**src/rtl/vline_pkg.sv**
```systemverilog
package vline_pkg;

   typedef enum logic {
      STD_NTSC = 1'b0,
      STD_PAL  = 1'b1
   } vstd_e;

   function automatic int max2(input int a, input int b);
      return (a > b) ? a : b;
   endfunction

endpackage

```
**src/rtl/vline_tick_div.sv**
```systemverilog
module vline_tick_div #(
   parameter int MAX_CYC = 864,
   localparam int CYC_W  = $clog2(MAX_CYC + 1)
) (
   input  logic             clk_i,
   input  logic             rst_ni,
   input  logic             tick_i,
   input  logic [CYC_W-1:0] period_i,
   output logic             adv_o
);

   logic [CYC_W-1:0] cnt_q;
   logic             last_w;

   assign last_w = (cnt_q >= period_i - 1'b1);
   assign adv_o  = tick_i && last_w;

   always_ff @(posedge clk_i or negedge rst_ni) begin
      if (!rst_ni)
         cnt_q <= '0;
      else if (tick_i)
         cnt_q <= last_w ? '0 : cnt_q + 1'b1;
   end

   // sub-line position never reaches the period of the active standard
   assert_cnt_in_period_R1: assert property (@(posedge clk_i) disable iff (!rst_ni)
      cnt_q < period_i);

   // an idle time base freezes the sub-line position
   assert_idle_hold_R1: assert property (@(posedge clk_i) disable iff (!rst_ni)
      !tick_i |=> $stable(cnt_q));

endmodule

```
**src/rtl/vline_counter.sv**
```systemverilog
module vline_counter
   import vline_pkg::*;
#(
   parameter int LINE_W     = 10,
   parameter int NTSC_LINES = 525,
   parameter int PAL_LINES  = 625,
   localparam int TW        = LINE_W + 1
) (
   input  logic              clk_i,
   input  logic              rst_ni,
   input  logic              adv_i,
   input  logic              pal_sel_i,
   output logic [LINE_W-1:0] line_o,
   output logic [LINE_W-1:0] nxt_line_o,
   output logic              wrap_o,
   output vstd_e             std_o,
   output logic              retrace_o
);

   logic [LINE_W-1:0] line_q;
   vstd_e             std_q;
   logic              retrace_q;
   logic [TW-1:0]     total_w;
   logic [TW-1:0]     inc_w;

   assign total_w    = (std_q == STD_PAL) ? TW'(PAL_LINES) : TW'(NTSC_LINES);
   assign inc_w      = {1'b0, line_q} + 1'b1;
   assign wrap_o     = adv_i && (inc_w == total_w);
   assign nxt_line_o = (inc_w == total_w) ? '0 : inc_w[LINE_W-1:0];

   always_ff @(posedge clk_i or negedge rst_ni) begin
      if (!rst_ni) begin
         line_q    <= '0;
         std_q     <= STD_NTSC;
         retrace_q <= 1'b0;
      end else begin
         if (adv_i)
            line_q <= nxt_line_o;
         if (wrap_o)
            std_q <= pal_sel_i ? STD_PAL : STD_NTSC;
         retrace_q <= wrap_o;
      end
   end

   assign line_o    = line_q;
   assign std_o     = std_q;
   assign retrace_o = retrace_q;

   assert_line_below_total_R2: assert property (@(posedge clk_i) disable iff (!rst_ni)
      {1'b0, line_q} < total_w);

   assert_retrace_at_zero_R2: assert property (@(posedge clk_i) disable iff (!rst_ni)
      retrace_q |-> (line_q == '0));

   assert_line_hold_R1: assert property (@(posedge clk_i) disable iff (!rst_ni)
      !adv_i |=> $stable(line_q));

   assert_std_frame_stable_R3: assert property (@(posedge clk_i) disable iff (!rst_ni)
      !wrap_o |=> $stable(std_q));

endmodule

```
**src/rtl/vline_present.sv**
```systemverilog
module vline_present #(
   parameter int LINE_W       = 10,
   parameter int FRAME_CNT_W  = 16,
   parameter int PRESENT_LINE = 65
) (
   input  logic                   clk_i,
   input  logic                   rst_ni,
   input  logic                   adv_i,
   input  logic [LINE_W-1:0]      nxt_line_i,
   input  logic                   wrap_i,
   input  logic                   base_wr_i,
   output logic                   present_o,
   output logic [FRAME_CNT_W-1:0] frame_cnt_o
);

   logic                   pend_q;
   logic                   present_q;
   logic [FRAME_CNT_W-1:0] frame_q;
   logic                   hit_line_w;
   logic                   fire_w;

   assign hit_line_w = adv_i && (nxt_line_i == LINE_W'(PRESENT_LINE));
   assign fire_w     = pend_q && (hit_line_w || base_wr_i);

   always_ff @(posedge clk_i or negedge rst_ni) begin
      if (!rst_ni) begin
         pend_q    <= 1'b0;
         present_q <= 1'b0;
         frame_q   <= '0;
      end else begin
         if (wrap_i)
            pend_q <= 1'b1;
         else if (fire_w)
            pend_q <= 1'b0;
         present_q <= fire_w;
         frame_q   <= frame_q + FRAME_CNT_W'(fire_w);
      end
   end

   assign present_o   = present_q;
   assign frame_cnt_o = frame_q;

   assert_single_strobe_R8: assert property (@(posedge clk_i) disable iff (!rst_ni)
      present_q |=> !present_q);

   assert_frame_step_R9: assert property (@(posedge clk_i) disable iff (!rst_ni)
      present_q |-> (frame_q == $past(frame_q) + 1'b1));

   assert_frame_hold_R9: assert property (@(posedge clk_i) disable iff (!rst_ni)
      !present_q |-> $stable(frame_q));

   assert_no_strobe_unarmed_R7: assert property (@(posedge clk_i) disable iff (!rst_ni)
      !pend_q |=> !present_q);

endmodule

```
**src/rtl/vline_timing.sv**
```systemverilog
module vline_timing
   import vline_pkg::*;
#(
   parameter int LINE_W       = 10,
   parameter int NTSC_LINES   = 525,
   parameter int PAL_LINES    = 625,
   parameter int NTSC_CYC     = 858,
   parameter int PAL_CYC      = 864,
   parameter int PRESENT_LINE = 65,
   parameter int FRAME_CNT_W  = 16,
   localparam int NUM_CMP     = 2,
   localparam int MAX_CYC     = max2(NTSC_CYC, PAL_CYC),
   localparam int CYC_W       = $clog2(MAX_CYC + 1)
) (
   input  logic                   clk_i,
   input  logic                   rst_ni,
   input  logic                   tick_i,
   input  logic                   pal_sel_i,
   input  logic                   cmp_wr_i,
   input  logic [31:0]            cmp_wdata_i,
   input  logic                   base_wr_i,
   output logic                   retrace_o,
   output logic [NUM_CMP-1:0]     line_hit_o,
   output logic                   present_o,
   output logic [LINE_W-1:0]      line_o,
   output logic [FRAME_CNT_W-1:0] frame_cnt_o
);

   // field positions of the packed compare word: A above, B below
   localparam int CMP_LSB [NUM_CMP] = '{16, 0};

   if (LINE_W > 16 || LINE_W < 1) begin : g_bad_width
      $error("LINE_W must lie in 1..16 to fit the packed compare word");
   end
   if ((2 ** LINE_W) < PAL_LINES || (2 ** LINE_W) < NTSC_LINES) begin : g_bad_lines
      $error("line totals do not fit in LINE_W bits");
   end
   if (PRESENT_LINE < 1 || PRESENT_LINE >= NTSC_LINES || PRESENT_LINE >= PAL_LINES) begin : g_bad_present
      $error("PRESENT_LINE must fall strictly inside both frames");
   end
   if (NTSC_CYC < 1 || PAL_CYC < 1) begin : g_bad_period
      $error("line periods must be at least one tick");
   end

   vstd_e             std_w;
   logic              adv_w;
   logic              wrap_w;
   logic [LINE_W-1:0] nxt_line_w;
   logic [CYC_W-1:0]  period_w;
   wire               unused_wdata_bits = ^cmp_wdata_i;

   assign period_w = (std_w == STD_PAL) ? CYC_W'(PAL_CYC) : CYC_W'(NTSC_CYC);

   vline_tick_div #(
      .MAX_CYC (MAX_CYC)
   ) u_div (
      .clk_i    (clk_i),
      .rst_ni   (rst_ni),
      .tick_i   (tick_i),
      .period_i (period_w),
      .adv_o    (adv_w)
   );

   vline_counter #(
      .LINE_W     (LINE_W),
      .NTSC_LINES (NTSC_LINES),
      .PAL_LINES  (PAL_LINES)
   ) u_cnt (
      .clk_i      (clk_i),
      .rst_ni     (rst_ni),
      .adv_i      (adv_w),
      .pal_sel_i  (pal_sel_i),
      .line_o     (line_o),
      .nxt_line_o (nxt_line_w),
      .wrap_o     (wrap_w),
      .std_o      (std_w),
      .retrace_o  (retrace_o)
   );

   vline_present #(
      .LINE_W       (LINE_W),
      .FRAME_CNT_W  (FRAME_CNT_W),
      .PRESENT_LINE (PRESENT_LINE)
   ) u_pres (
      .clk_i       (clk_i),
      .rst_ni      (rst_ni),
      .adv_i       (adv_w),
      .nxt_line_i  (nxt_line_w),
      .wrap_i      (wrap_w),
      .base_wr_i   (base_wr_i),
      .present_o   (present_o),
      .frame_cnt_o (frame_cnt_o)
   );

   for (genvar i = 0; i < NUM_CMP; i++) begin : g_cmp
      logic [LINE_W-1:0] cmp_q;
      logic              hit_q;

      always_ff @(posedge clk_i or negedge rst_ni) begin
         if (!rst_ni) begin
            cmp_q <= '0;
            hit_q <= 1'b0;
         end else begin
            if (cmp_wr_i)
               cmp_q <= cmp_wdata_i[CMP_LSB[i] +: LINE_W];
            hit_q <= adv_w && (nxt_line_w == cmp_q);
         end
      end

      assign line_hit_o[i] = hit_q;

      // a compare pulse only accompanies a fresh line value
      assert_hit_on_new_line_R5: assert property (@(posedge clk_i) disable iff (!rst_ni)
         hit_q |-> (line_o != $past(line_o)));
   end

endmodule

```
**config.mk**
```make
export PLATFORM = sky130hd
export DESIGN_NAME = vline_timing
export DESIGN_NICKNAME = d
export VERILOG_FILES = /design/src/rtl/vline_pkg.sv /design/src/rtl/vline_tick_div.sv /design/src/rtl/vline_counter.sv /design/src/rtl/vline_present.sv /design/src/rtl/vline_timing.sv
export SDC_FILE = /design/constraint.sdc
export NUM_CORES = 1
export LEC_CHECK = 0
export ABC_AREA = 1
export BUFFER_PORTS_ARGS = -buffer_cell sky130_fd_sc_hd__buf_2
export CAP_MARGIN = 20
export CORE_UTILIZATION = 55
export DETAILED_ROUTE_END_ITERATION = 12
export PLACE_DENSITY = 0.91
export SETUP_SLACK_MARGIN = 0.5
export SLEW_MARGIN = 20
export SYNTH_ARGS = -nofsm -noshare
export SYNTH_HDL_FRONTEND = slang
export SYNTH_SLANG_ARGS = --single-unit
```
**constraint.sdc**
```tcl
create_clock -name clk_i -period 4.27 [get_ports clk_i]
set_input_delay 0.427 -clock clk_i [delete_from_list [all_inputs] [get_ports clk_i]]
set_output_delay 0.427 -clock clk_i [all_outputs]
set_load 0.02 [all_outputs]
```
Yosys cells after proc, flatten, opt, wreduce, memory -nomap -nowiden:

Cells that the tools add are included.

* word-level logic and storage cells: 35
* bits in registers: 62
* output and inout bits: 30

* add/sub/neg operators: 4
* muxes and demuxes: 7
* reductions and logical operators: 8
* equality and inequality tests: 4
* magnitude comparators: 1

Operator list (count)
* $eq 10x10->1: 2
* $mux 10: 2
* $add 16x1->16: 1
* $add 10x1->11 const B: 1
* $eq 11x11->1: 1
* $add 10x1->10 const B: 1
* $eq 10x7->1 const B: 1
* $ge 10x10->1: 1
* $sub 9x2->10 const B: 1
* $mux 7: 1
* $logic_and 1x1->1: 6
* $mux 6: 1
* $mux 1: 3
* $reduce_bool 2->1: 1
* $logic_or 1x1->1: 1

Depth between registers and ports, before layout:

Gate-level depths: netlist (run 1).

* word-level depth: 9
* depth in mapped cells: 25
* mapped depth without buffers: 25

Hierarchy:

A second synthesis (run 1) with hierarchy kept.

* cells, all modules: 528
* area total of the unflattened synthesis: 3935.0 um^2

Modules (own cells, without submodules)
* vline_timing: times used 1, area each 1176.1 um^2, cells an instance 155, seq. area each 550.5 um^2
* vline_tick_div: times used 1, area each 933.4 um^2, cells an instance 132, seq. area each 250.2 um^2
* vline_counter: times used 1, area each 922.1 um^2, cells an instance 142, seq. area each 300.3 um^2
* vline_present: times used 1, area each 903.4 um^2, cells an instance 99, seq. area each 450.4 um^2

Least setup slack after synthesis (run 1):

No wires, ideal clock.

* kind: register to register
* from: reg u_cnt.line_q[0], in the netlist u_cnt.line_o[0]
* to: reg u_pres.frame_q[15], in the netlist u_pres.frame_cnt_o[15]
* stages on the path, launching flop included: 25
* setup slack: 0.804 ns
* clock period less this slack: 3.466 ns
* arrival time: 3.338 ns
* path through: dfrtp_1 > ha_1 > nand2_1 > inv_1 > nor2_1 > nor2_1 > nand2_1 > nor2_1 > nand2_1 > nand2_1 > nand3_2 > buf_6 > nand3_1 > nor2_1 > nand3_1 > a21boi_1 > ha_1 > nand3_1 > nor3_1 > nand3_1 > nor3_1 > nand3_1 > inv_1 > nand4_1 > xnor2_1

* word-level cells in the longest chain between the ends: 8

Ends and longest elaborated chain
* start: declaration: line vline_counter.sv:20 `logic [LINE_W-1:0] line_q;`
* start signal: assignment: line vline_counter.sv:38 `line_q <= nxt_line_o;`
* $add 10x1->11 *: line vline_counter.sv:27 `assign inc_w = {1'b0, line_q} + 1'b1;`
* $eq 11x11->1: line vline_counter.sv:29 `assign nxt_line_o = (inc_w == total_w) ? '0 : inc_w[LINE_W-1:0];`
* $mux 10 *: line vline_counter.sv:29
* $eq 10x7->1 *: line vline_present.sv:22 `assign hit_line_w = adv_i && (nxt_line_i == LINE_W'(PRESENT_LINE));`
* $logic_and 1x1->1 *: line vline_present.sv:22
* $logic_or 1x1->1 *: line vline_present.sv:23 `assign fire_w = pend_q && (hit_line_w || base_wr_i);`
* $logic_and 1x1->1 *: line vline_present.sv:23
* net u_pres.fire_w: line vline_present.sv:20 `logic fire_w;`
* $add 16x1->16 *: line vline_present.sv:36 `frame_q <= frame_q + FRAME_CNT_W'(fire_w);`
* end signal: assignment: line vline_present.sv:36
* end: declaration: line vline_present.sv:18 `logic [FRAME_CNT_W-1:0] frame_q;`

Mark *: on every way through the listed nets, which the timed path passes. The rest lies on a longest branch.
A chain may end at the register's enable or synchronous reset.

Final worst setup path (run 1):

* from: reg u_cnt.line_q[1], in the netlist u_cnt.line_o[1]
* to: reg u_pres.frame_q[12], in the netlist u_pres.frame_cnt_o[12]

Same word-level chain as after synthesis.

==> results.py, run 1 <==
metrics = {
    "detailed_routing": {
        "detailroute.via_count": 2900,
        "routed_wl_mm": 7.68,
        "firstDrtPassIters": 4,
        "drt_iter0_markers": 251,
        "routed_length_per_instance_um": 14.0,
        "postRouteAntennaNets": 0,
        "viasPerCell": 5.30,
        "drc": 0,
    },
    "placement": {
        "post_detailed_placement_half_perimeter_wirelength_mm": 4.93,
        "place.port_buffers": 55,
        "gpl.final_weighted_congestion": 0.860,
    },
    "min_path": {
        "worstHoldPathType": "in2async",
    },
    "sta": {
        "setup_total_negative_slack_ps": 0,
        "final_critical_path_share_of_the_clock_period": 0.856,
        "max_freq_mhz": 273,
        "setup_violations": 0,
        "grt_setup_unrepaired": "no",
        "hold_viol": 0,
        "hold-worst-slack_ps": 227,
        "final-max-slew-violation-count": 0,
        "timing_worst_slew_pin_value_ps": 772,
        "finalCriticalPeriod_ps": 3660,
        "timing.slew.headroom": 0.485,
        "worst_clock_skew_ps": 9.42,
    },
    "run": {
        "max_cap_viol_count": 0,
    },
    "synth": {
        "netlist.area_leader.share": 0.481,
        "postSynthAreaPerCell_um2": 8.26,
        "yosys.cell_count.top_type": "sky130_fd_sc_hd__nand2_1",
        "synth_async_sr_flop_share": 1.00,
        "ys_top_cells_by_count": "sky130_fd_sc_hd__nand2_1 (89), sky130_fd_sc_hd__dfrtp_1 (62), sky130_fd_sc_hd__inv_1 (50), sky130_fd_sc_hd__nor2_1 (35), sky130_fd_sc_hd__nand3_1 (31)",
        "ys.warnings.count": 0,
        "syn_nets": 436,
        "biggest_area_contributors_in_the_synthesized_netlist": "sky130_fd_sc_hd__dfrtp_1 (48%), sky130_fd_sc_hd__nand2_1 (10%), sky130_fd_sc_hd__inv_1 (5.8%), sky130_fd_sc_hd__xor2_1 (4.9%), sky130_fd_sc_hd__nand3_1 (4.8%)",
        "synth-edff-count": 0,
        "post_synth_instance_area_mm2": 0.00323,
        "ys_types": 29,
        "synth_area_leader_cell": "sky130_fd_sc_hd__dfrtp_1",
        "most_used_flip_flop_cell_after_synthesis": "sky130_fd_sc_hd__dfrtp_1",
        "ys_seq_area_frac": 0.481,
        "synth-seq-cells": 62,
        "post_synth_inst_count": 391,
    },
    "finish": {
        "nNetsFinal": 515,
        "areaGrowthSynthToFinish_pct": 28.0,
        "antenna_diode_count": 0,
        "drive_above_1_share": 0.312,
    },
    "worst_setup_path": {
        "cp_data_required_time_ps": 4510,
        "worst-setup-path-type": "reg2reg",
        "endpoint_kind": "flip-flop",
        "path_max_fanout": 5,
        "cp.arrival_ps": 3890,
        "timing.critical_path.from_type": "flip-flop",
    },
    "global_route": {
        "first_pass_grt_wire_length_mm": 11.8,
        "grt_pass1_vias": 2683,
        "layer_carrying_the_most_global_route_usage": "met2",
        "use_met2": 0.449,
        "grt_start_max_net_pins": 63,
        "antenna_violations_before_repair": 0,
        "grt_overflow_total": 0,
        "groute.layer.met1.usage": 0.279,
        "globalRouteTotalUtil": 0.254,
        "grt_use_met3": 0.0779,
    },
    "die": {
        "die_width_um": 78.6,
        "height_of_the_die_um": 78.6,
        "initial_utilization": 0.579,
        "num_io_pins": 68,
        "fp.dieArea_mm2": 0.00618,
        "design.core.area_mm2": 0.00557,
        "row_count": 27,
    },
    "clock_network": {
        "worst_skew_pair.late_latency_ps": 350,
        "ctsRootBufferMaster": "sky130_fd_sc_hd__clkbuf_8",
        "max-clock-path-buffers": 2,
        "cts.reportedPaths.clkPinSlew_ps": 70,
        "cts_sinks": 62,
        "tritoncts": "built",
        "clock_tree.htree_level_count": 3,
        "tritoncts.num_buffers": 9,
    },
    "power_and_ir_drop": {
        "power_leakage_uw": 0.00213,
        "max_vdd_drop_mv": 0.285,
        "overall_power_of_the_completed_layout_uw": 1410,
        "power_density_normalized_to_cell_area_mw_per_mm2": 342,
    },
    "outcome": {
        "status": "completed",
    },
}
-- sequential cells by signal, summed over array words and instances (netlist names) --
register            cells
g_cmp.cmp_q            20
u_pres.frame_cnt_o     16
u_cnt.line_o           10
u_div.cnt_q            10
g_cmp.hit_q             2
u_cnt.retrace_o         1
u_cnt.std_o             1
u_pres.pend_q           1
u_pres.present_o        1
-- power breakdown --
| group | switching [uW] | internal [uW] |
|---|---|---|
| clock network | 231 | 342 |
| logic | 88.3 | 63.7 |
| registers | 47.2 | 640 |
| total | 366 | 1050 |
-- final cells by class --
| cell class | instances | area (um2) |
|---|---|---|
| Inverter | 51 | 191 |
| Multi-Input combinational cell | 268 | 1620 |
| Sequential cell | 62 | 1560 |
| Tap cell | 72 | 90.1 |
| Clock buffer | 10 | 138 |
| Fill cell | 403 | 1440 |
| Clock inverter | 6 | 85.1 |
| Timing Repair Buffer | 78 | 452 |
-- metrics by stage --
| stage | util | area [um2] | setup slack, ps | std cells |
|---|---|---|---|---|
| floorplan | - | 3230 | 804 | 391 |
| global placement | 0.639 | 3560 | 496 | 511 |
| detailed placement | 0.639 | 3560 | 259 | 511 |
| CTS | 0.687 | 3830 | 448 | 530 |
| global route | 0.741 | 4130 | 354 | 547 |
| finish | 0.741 | 4130 | 613 | 547 |
-- cells in the final DEF, fill, tap and decap left out, types with 6 or more instances in the layout --
master,synthesis,routed
sky130_fd_sc_hd__nor2_1,35,31
sky130_fd_sc_hd__nand3_1,31,28
sky130_fd_sc_hd__inv_1,50,48
sky130_fd_sc_hd__buf_4,3,22
sky130_fd_sc_hd__xor2_1,18,18
sky130_fd_sc_hd__nand2_2,6,10
sky130_fd_sc_hd__nand2_1,89,80
sky130_fd_sc_hd__nand4_1,6,6
sky130_fd_sc_hd__nand2_4,2,7
sky130_fd_sc_hd__clkbuf_8,0,10
sky130_fd_sc_hd__o21ai_0,29,29
sky130_fd_sc_hd__nor3_1,9,6
sky130_fd_sc_hd__dfrtp_1,62,58
sky130_fd_sc_hd__buf_2,0,55
sky130_fd_sc_hd__a21oi_1,11,11
-- path summary, 6_finish.rpt --
check                                        from                     end  slack (ps)  cells past startpoint
max                               u_cnt.line_o[1]  u_pres.frame_cnt_o[12]         610                     25
min                                        rst_ni   u_pres.frame_cnt_o[4]         230                      2
max reg2reg                       u_cnt.line_o[1]  u_pres.frame_cnt_o[12]         610                     25
min reg2reg                u_pres.frame_cnt_o[15]  u_pres.frame_cnt_o[15]         480                      1
max in group asynchronous                  rst_ni         u_cnt.line_o[0]        3470                      2
min in group clk_i                cmp_wdata_i[20]       g_cmp[0].cmp_q[4]         280                      3
-- critical path: stages, from the launching register on --
cell and delay [ps]:
sky130_fd_sc_hd__dfrtp_1 430, sky130_fd_sc_hd__buf_6 130, sky130_fd_sc_hd__nand2_4 50, sky130_fd_sc_hd__nor2_4 190, sky130_fd_sc_hd__nand2_2 110, sky130_fd_sc_hd__nand2_4 100, sky130_fd_sc_hd__nand2_2 40, sky130_fd_sc_hd__nor2_1 90
sky130_fd_sc_hd__nand2_1 80, sky130_fd_sc_hd__nand2_2 120, sky130_fd_sc_hd__nand3_4 110, sky130_fd_sc_hd__nand2_4 90, sky130_fd_sc_hd__nand2_1 50, sky130_fd_sc_hd__nor2_1 90, sky130_fd_sc_hd__nand3_1 130, sky130_fd_sc_hd__a21boi_2 210
sky130_fd_sc_hd__ha_2 230, sky130_fd_sc_hd__ha_4 160, sky130_fd_sc_hd__nand3_4 90, sky130_fd_sc_hd__nor3_4 220, sky130_fd_sc_hd__and2_4 190, sky130_fd_sc_hd__inv_2 50, sky130_fd_sc_hd__nor2_4 120, sky130_fd_sc_hd__nand4_1 150
sky130_fd_sc_hd__buf_4 170, sky130_fd_sc_hd__xor2_1 140
-- layer usage --
metal	vias up	part of all wire
met3	31	0.062
met5	-	0
li1	1401	-
met1	1361	0.39
met2	107	0.51
met4	0	0.032
-- timing repair --
item,CTS,global route
pin swaps,0,25
hold buffers,0,0
setup buffers,3,17
resized for setup,6,43
endpoints found under the setup margin,5,6
-- logic make-up (layout without fill, tap and decap cells) --
family                     count (synthesis)  in the layout  synth area share
AOI/OAI and AO/OA                         45             45            0.0733
adders and majority gates                  7              7            0.0271
and+or+nand+nor                          188            188             0.260
muxes                                      5              5            0.0174
DFF                                       62             62             0.481
xor gates and xnor gates                  23             23            0.0647
buffers and inverters                     61            145            0.0767
Note: power is estimated with default switching activity, not from simulation.
==> inputs of run 2 (changes only) <==
--- a/config.mk
+++ b/config.mk
@@ -8,9 +8,9 @@
 export ABC_AREA = 1
 export BUFFER_PORTS_ARGS = -buffer_cell sky130_fd_sc_hd__buf_2
 export CAP_MARGIN = 20
-export CORE_UTILIZATION = 55
+export CORE_UTILIZATION = 50
 export DETAILED_ROUTE_END_ITERATION = 12
-export PLACE_DENSITY = 0.91
+export PLACE_DENSITY = 0.85
 export SETUP_SLACK_MARGIN = 0.5
 export SLEW_MARGIN = 20
 export SYNTH_ARGS = -nofsm -noshare
==> run 2 against run 1 <==
Fmax about the same. Final cell count down 1.5%. Critical path depth down 1. Combinational power about the same. Die area up 9.7%. Design area down 3.8%. Hold slack better by 66 ps. Register-to-register slack about the same. Critical path type unchanged. Largest cell class is now sequential cells. Largest power group unchanged.
==> results.py, run 2 (same netlist as run 1, synthesis figures left out) <==
metrics = {
    "outcome": {
        "status": "completed",
    },
    "clock_network": {
        "tritoncts": "built",
        "worst_skew_pair.late_latency_ps": 340,
        "cts_sinks": 62,
        "tritoncts.num_buffers": 9,
        "clock_tree.htree_level_count": 3,
        "ctsRootBufferMaster": "sky130_fd_sc_hd__clkbuf_8",
        "max-clock-path-buffers": 2,
        "cts.reportedPaths.clkPinSlew_ps": 60,
    },
    "run": {
        "max_cap_viol_count": 0,
    },
    "min_path": {
        "worstHoldPathType": "in2reg",
    },
    "power_and_ir_drop": {
        "power_density_normalized_to_cell_area_mw_per_mm2": 359,
        "max_vdd_drop_mv": 0.302,
        "overall_power_of_the_completed_layout_uw": 1430,
        "power_leakage_uw": 0.00206,
    },
    "placement": {
        "place.port_buffers": 55,
        "detailedPlace.worstSlack_ps": 323,
        "gpl.final_weighted_congestion": 0.846,
        "post_detailed_placement_half_perimeter_wirelength_mm": 4.86,
    },
    "detailed_routing": {
        "postRouteAntennaNets": 0,
        "firstDrtPassIters": 4,
        "routed_wl_mm": 6.87,
        "drc": 0,
        "routed_length_per_instance_um": 12.7,
        "drt_iter0_markers": 190,
        "viasPerCell": 5.08,
        "detailroute.via_count": 2738,
    },
    "sta": {
        "final_critical_path_share_of_the_clock_period": 0.856,
        "final_critical_path_setup_slack_ps": 613,
        "setup_violations": 0,
        "hold_viol": 0,
        "final-max-slew-violation-count": 0,
        "finalCriticalPeriod_ps": 3660,
        "setup_total_negative_slack_ps": 0,
        "timing.slew.headroom": 0.535,
        "worst_clock_skew_ps": 11.7,
        "max_freq_mhz": 273,
        "timing_worst_slew_pin_value_ps": 697,
        "grt_setup_unrepaired": "no",
    },
    "global_route": {
        "grt_overflow_total": 0,
        "globalRouteTotalUtil": 0.221,
        "grt_start_max_net_pins": 57,
        "grt_pass1_vias": 2583,
        "antenna_violations_before_repair": 0,
        "first_pass_grt_wire_length_mm": 11.1,
    },
    "worst_setup_path": {
        "timing.critical_path.from_type": "flip-flop",
        "cp_data_required_time_ps": 4530,
        "worst-setup-path-type": "reg2reg",
        "endpoint_kind": "flip-flop",
        "cp.arrival_ps": 3920,
        "path_max_fanout": 6,
    },
    "finish": {
        "nNetsFinal": 504,
        "layout_commonest_cell": "sky130_fd_sc_hd__nand2_1",
        "antenna_diode_count": 0,
        "drive_above_1_share": 0.272,
        "max_reg_flops": 20,
        "areaGrowthSynthToFinish_pct": 23.2,
        "layout.cells.most_common_list": "sky130_fd_sc_hd__nand2_1 (84), sky130_fd_sc_hd__dfrtp_1 (59), sky130_fd_sc_hd__buf_2 (55)",
        "max_flop_register": "g_cmp.cmp_q",
    },
    "die": {
        "num_io_pins": 68,
        "height_of_the_die_um": 82.4,
        "design.core.area_mm2": 0.00606,
        "die_width_um": 82.4,
        "initial_utilization": 0.533,
        "fp.dieArea_mm2": 0.00678,
        "row_count": 28,
    },
}
[run 2: power by group]
group	total (uW)	switching, uW	internal (uW)	leakage, uW
clock	591	215	376	0.000120
sequential	685	44.8	640	0.000771
combinational	150	86.2	64.1	0.00117
[run 2: final timing paths]
check                                         end                    from  slack (ps)  depth (start not counted)
max                        u_pres.frame_cnt_o[14]         u_cnt.line_o[0]         610                         24
min                             g_cmp[1].cmp_q[1]          cmp_wdata_i[1]         290                          3
max reg2reg                u_pres.frame_cnt_o[14]         u_cnt.line_o[0]         610                         24
min reg2reg                u_pres.frame_cnt_o[15]  u_pres.frame_cnt_o[15]         470                          1
max in group asynchronous         u_cnt.line_o[2]                  rst_ni        2870                          3
min in group asynchronous   u_pres.frame_cnt_o[5]                  rst_ni         450                          2
[run 2: what timing repair did]
action,in CTS,in global routing
buffers inserted,1,7
gates resized for setup,7,22
pin swaps,0,8
hold buffers,1,0
endpoints found under the hold margin,6,0
endpoints found under the setup margin,6,6
cloned,0,0
[run 2: worst max-delay path, cell delays in order, from the launching register on]
cell and delay, ps:
sky130_fd_sc_hd__dfrtp_2 460, sky130_fd_sc_hd__ha_4 190, sky130_fd_sc_hd__nand2_2 80, sky130_fd_sc_hd__inv_2 60, sky130_fd_sc_hd__nor2_1 250, sky130_fd_sc_hd__nor2_1 80, sky130_fd_sc_hd__nand2_1 80, sky130_fd_sc_hd__nor2_1 50
sky130_fd_sc_hd__nand2_1 80, sky130_fd_sc_hd__nand2_2 90, sky130_fd_sc_hd__nand3_4 130, sky130_fd_sc_hd__nand3_1 100, sky130_fd_sc_hd__nor2_2 130, sky130_fd_sc_hd__nand3_2 100, sky130_fd_sc_hd__a21boi_2 180, sky130_fd_sc_hd__ha_2 220
sky130_fd_sc_hd__ha_4 140, sky130_fd_sc_hd__nand3_2 100, sky130_fd_sc_hd__nor3_2 240, sky130_fd_sc_hd__and2_4 190, sky130_fd_sc_hd__inv_1 50, sky130_fd_sc_hd__nor2_2 140, sky130_fd_sc_hd__nand4_1 130, sky130_fd_sc_hd__nor2_1 150
sky130_fd_sc_hd__xor2_1 150
[run 2: final cells by class]
class,instances,area (um2)
tap,75,93.8
inverter,51,191
fill,501,2080
timing repair buffer,67,368
multi-input combinational,268,1540
sequential,62,1560
clock buffer,13,169
clock inverter,3,65.1
[run 2: per-layer routing]
metal  wire [um]  GRT usage  vias to the layer above
met5           0          0                        -
met4          51     0.0474                        0
met3         438     0.0835                        6
met2        3470      0.388                       76
met1        2910      0.255                     1284
li1            -          -                     1372
[run 2: stage by stage]
stage          hold WS (ps)  area [um2]  cells  utilization
4_1_cts                 279        3840    532        0.634
3_3_place_gp            259        3560    514        0.588
3_5_place_dp            260        3560    514        0.588
6_report                293        3980    539        0.656
2_1_floorplan           131        3230    391            -
5_1_grt                 288        3980    539        0.656
==> inputs of run 3 (changes only) <==
--- a/config.mk
+++ b/config.mk
@@ -11,6 +11,7 @@
 export CORE_UTILIZATION = 50
 export DETAILED_ROUTE_END_ITERATION = 12
 export PLACE_DENSITY = 0.85
+export REMOVE_ABC_BUFFERS = 1
 export SETUP_SLACK_MARGIN = 0.5
 export SLEW_MARGIN = 20
 export SYNTH_ARGS = -nofsm -noshare
==> constraint.sdc (replaced) <==
create_clock -name clk_i -period 4.27 [get_ports clk_i]
set_input_delay 0 -clock clk_i [delete_from_list [all_inputs] [get_ports clk_i]]
set_output_delay 0 -clock clk_i [all_outputs]
set_load 0.02 [all_outputs]
==> run 3 against run 2 <==
First-iteration DRC count unchanged. Clock skew decreased by 4.2 ps. Register-to-register slack got worse by 70 ps. Highest routed layer unchanged. Critical path type unchanged. Wire length increased by 13%.
==> results.py, run 3 (same netlist as run 1, synthesis figures left out) <==
metrics = {
    "outcome": {
        "status": "completed",
    },
    "worst_setup_path": {
        "critical_path.cell_chain": "buf_6, nand2_1, nor2_4, nand2_2, nand2_4, nand2_1, nor2_1, nand2_1, nand2_2, nand3_4, nand2_4, nand2_1, nor2_2, nand3_2, a21boi_2, ha_2, nand3_2, nor3_4, nand3_2, nor3_4, nand3_2, inv_2, nand4_1, xnor2_1",
        "cp.arrival_ps": 3960,
        "max_stage_delay_ps": 410,
        "critPathTopFamily": "simple AND/OR/NAND/NOR gates",
        "path_max_fanout": 6,
        "worst-setup-path-type": "reg2reg",
        "endpoint_kind": "flip-flop",
        "crit_buf_inv": 2,
        "timing.critical_path.from_type": "flip-flop",
        "cp_data_required_time_ps": 4500,
        "worst_path_max_delay_cell": "sky130_fd_sc_hd__dfrtp_1",
    },
    "finish": {
        "areaGrowthSynthToFinish_pct": 31.4,
        "final_design_area_no_fill_mm2": 0.00424,
        "layout.cells.most_common_list": "sky130_fd_sc_hd__nand2_1 (83), sky130_fd_sc_hd__dfrtp_1 (60), sky130_fd_sc_hd__buf_2 (55)",
        "max_flop_register": "g_cmp.cmp_q",
        "drive_above_1_share": 0.273,
        "layout_commonest_cell": "sky130_fd_sc_hd__nand2_1",
        "nNetsFinal": 531,
        "max_reg_flops": 20,
        "antenna_diode_count": 0,
    },
    "placement": {
        "post_detailed_placement_half_perimeter_wirelength_mm": 4.84,
        "gpl.final_weighted_congestion": 0.864,
        "detailedPlace.worstSlack_ps": 241,
        "post_dp_cell_area_mm2": 0.00356,
        "place.port_buffers": 55,
    },
    "detailed_routing": {
        "drc": 0,
        "firstDrtPassIters": 5,
        "viasPerCell": 5.18,
        "detailroute.via_count": 2919,
        "routed_wl_mm": 7.78,
        "drt_iter0_markers": 190,
        "routed_length_per_instance_um": 13.8,
        "postRouteAntennaNets": 0,
    },
    "power_and_ir_drop": {
        "share_comb_of_total_power": 0.130,
        "overall_power_of_the_completed_layout_uw": 1290,
        "clock_power_share": 0.340,
        "power_leakage_uw": 0.00215,
        "power_density_normalized_to_cell_area_mw_per_mm2": 305,
        "seq_power_share": 0.530,
        "max_vdd_drop_mv": 0.239,
        "internal-power_uw": 948,
        "net-switching-power_uw": 343,
        "netSwitchingFraction": 0.266,
    },
    "die": {
        "row_count": 28,
        "fp.dieArea_mm2": 0.00678,
        "initial_utilization": 0.533,
        "num_io_pins": 68,
        "height_of_the_die_um": 82.4,
        "design.core.area_mm2": 0.00606,
        "die_width_um": 82.4,
    },
    "sta": {
        "hold-worst-slack_ps": 155,
        "final-max-slew-violation-count": 0,
        "timing_worst_slew_pin_value_ps": 773,
        "final_critical_path_share_of_the_clock_period": 0.874,
        "final_critical_path_setup_slack_ps": 539,
        "grt_setup_unrepaired": "yes",
        "setup_total_negative_slack_ps": 0,
        "max_freq_mhz": 268,
        "finalCriticalPeriod_ps": 3730,
        "timing.slew.headroom": 0.485,
        "worst_clock_skew_ps": 7.45,
        "hold_viol": 0,
        "setup_violations": 0,
    },
    "global_route": {
        "grt_start_max_net_pins": 63,
        "first_pass_grt_wire_length_mm": 11.8,
        "globalRouteTotalUtil": 0.236,
        "grt_overflow_total": 0,
        "grt_pass1_vias": 2759,
        "antenna_violations_before_repair": 0,
    },
    "clock_network": {
        "max-clock-path-buffers": 2,
        "clock_tree.htree_level_count": 3,
        "tritoncts": "built",
        "ctsRootBufferMaster": "sky130_fd_sc_hd__clkbuf_8",
        "cts_sinks": 62,
        "cts.reportedPaths.clkPinSlew_ps": 60,
        "tritoncts.num_buffers": 9,
        "worst_skew_pair.late_latency_ps": 340,
    },
    "run": {
        "max_cap_viol_count": 0,
    },
    "min_path": {
        "worstHoldPathType": "in2reg",
    },
}
## run 3: cell type report
cell class / instances / area (um2)
flip-flops and latches: 62 / 1550
clock inverters: 2 / 10.0
clock buffers: 11 / 151
well taps: 75 / 93.8
fillers: 443 / 1820
multi-input cells: 268 / 1600
repair buffers: 94 / 644
inverters: 51 / 191
## run 3: power by group through the flow
stage	clock, uW	combinational, uW	sequential (uW)
finish	440	167	684
global route	476	195	690
CTS	449	167	685
detailed placement	0	150	695
global placement	0	142	692
floorplan	0	103	684
## run 3: stage by stage
| stage | utilization | std cells |
|---|---|---|
| floorplan | - | 381 |
| global placement | 0.588 | 514 |
| detailed placement | 0.588 | 514 |
| CTS | 0.666 | 553 |
| global route | 0.700 | 563 |
| finish | 0.700 | 563 |
## run 3: final timing paths
path	startpoint	end	slack (ps)	depth (start not counted)
setup / recovery	u_cnt.line_o[1]	u_pres.frame_cnt_o[15]	540	24
hold / removal	cmp_wr_i	g_cmp[1].cmp_q[5]	160	3
setup reg to reg	u_cnt.line_o[1]	u_pres.frame_cnt_o[15]	540	24
hold reg to reg	u_pres.frame_cnt_o[15]	u_pres.frame_cnt_o[15]	470	1
max in group asynchronous	rst_ni	u_cnt.line_o[3]	3370	3
min in group asynchronous	rst_ni	u_cnt.line_o[8]	350	3
## run 3: worst reg2reg max path, stage by stage, from the launching register on
cell and delay (ps):
sky130_fd_sc_hd__dfrtp_1 410, sky130_fd_sc_hd__buf_6 140, sky130_fd_sc_hd__nand2_1 80, sky130_fd_sc_hd__nor2_4 210
sky130_fd_sc_hd__nand2_2 100, sky130_fd_sc_hd__nand2_4 110, sky130_fd_sc_hd__nand2_1 70, sky130_fd_sc_hd__nor2_1 110
sky130_fd_sc_hd__nand2_1 90, sky130_fd_sc_hd__nand2_2 90, sky130_fd_sc_hd__nand3_4 120, sky130_fd_sc_hd__nand2_4 100
sky130_fd_sc_hd__nand2_1 80, sky130_fd_sc_hd__nor2_2 120, sky130_fd_sc_hd__nand3_2 110, sky130_fd_sc_hd__a21boi_2 190
sky130_fd_sc_hd__ha_2 220, sky130_fd_sc_hd__nand3_2 130, sky130_fd_sc_hd__nor3_4 260, sky130_fd_sc_hd__nand3_2 170
sky130_fd_sc_hd__nor3_4 290, sky130_fd_sc_hd__nand3_2 120, sky130_fd_sc_hd__inv_2 80, sky130_fd_sc_hd__nand4_1 90
sky130_fd_sc_hd__xnor2_1 140
## run 3: what timing repair did
item / 4_1_cts / 5_1_grt
gates cloned: 0 / 0
setup endpoints to repair: 6 / 7
resized for setup: 16 / 30
setup buffers: 2 / 10
hold endpoints to repair: 87 / 0
hold buffers: 24 / 0
pin swaps: 4 / 13
## run 3: per-layer routing
| metal | global-route usage | share of wire |
|---|---|---|
| met1 | 0.258 | 0.41 |
| met2 | 0.422 | 0.51 |
| met3 | 0.0747 | 0.056 |
| met4 | 0.0947 | 0.024 |
| met5 | 0 | 0 |
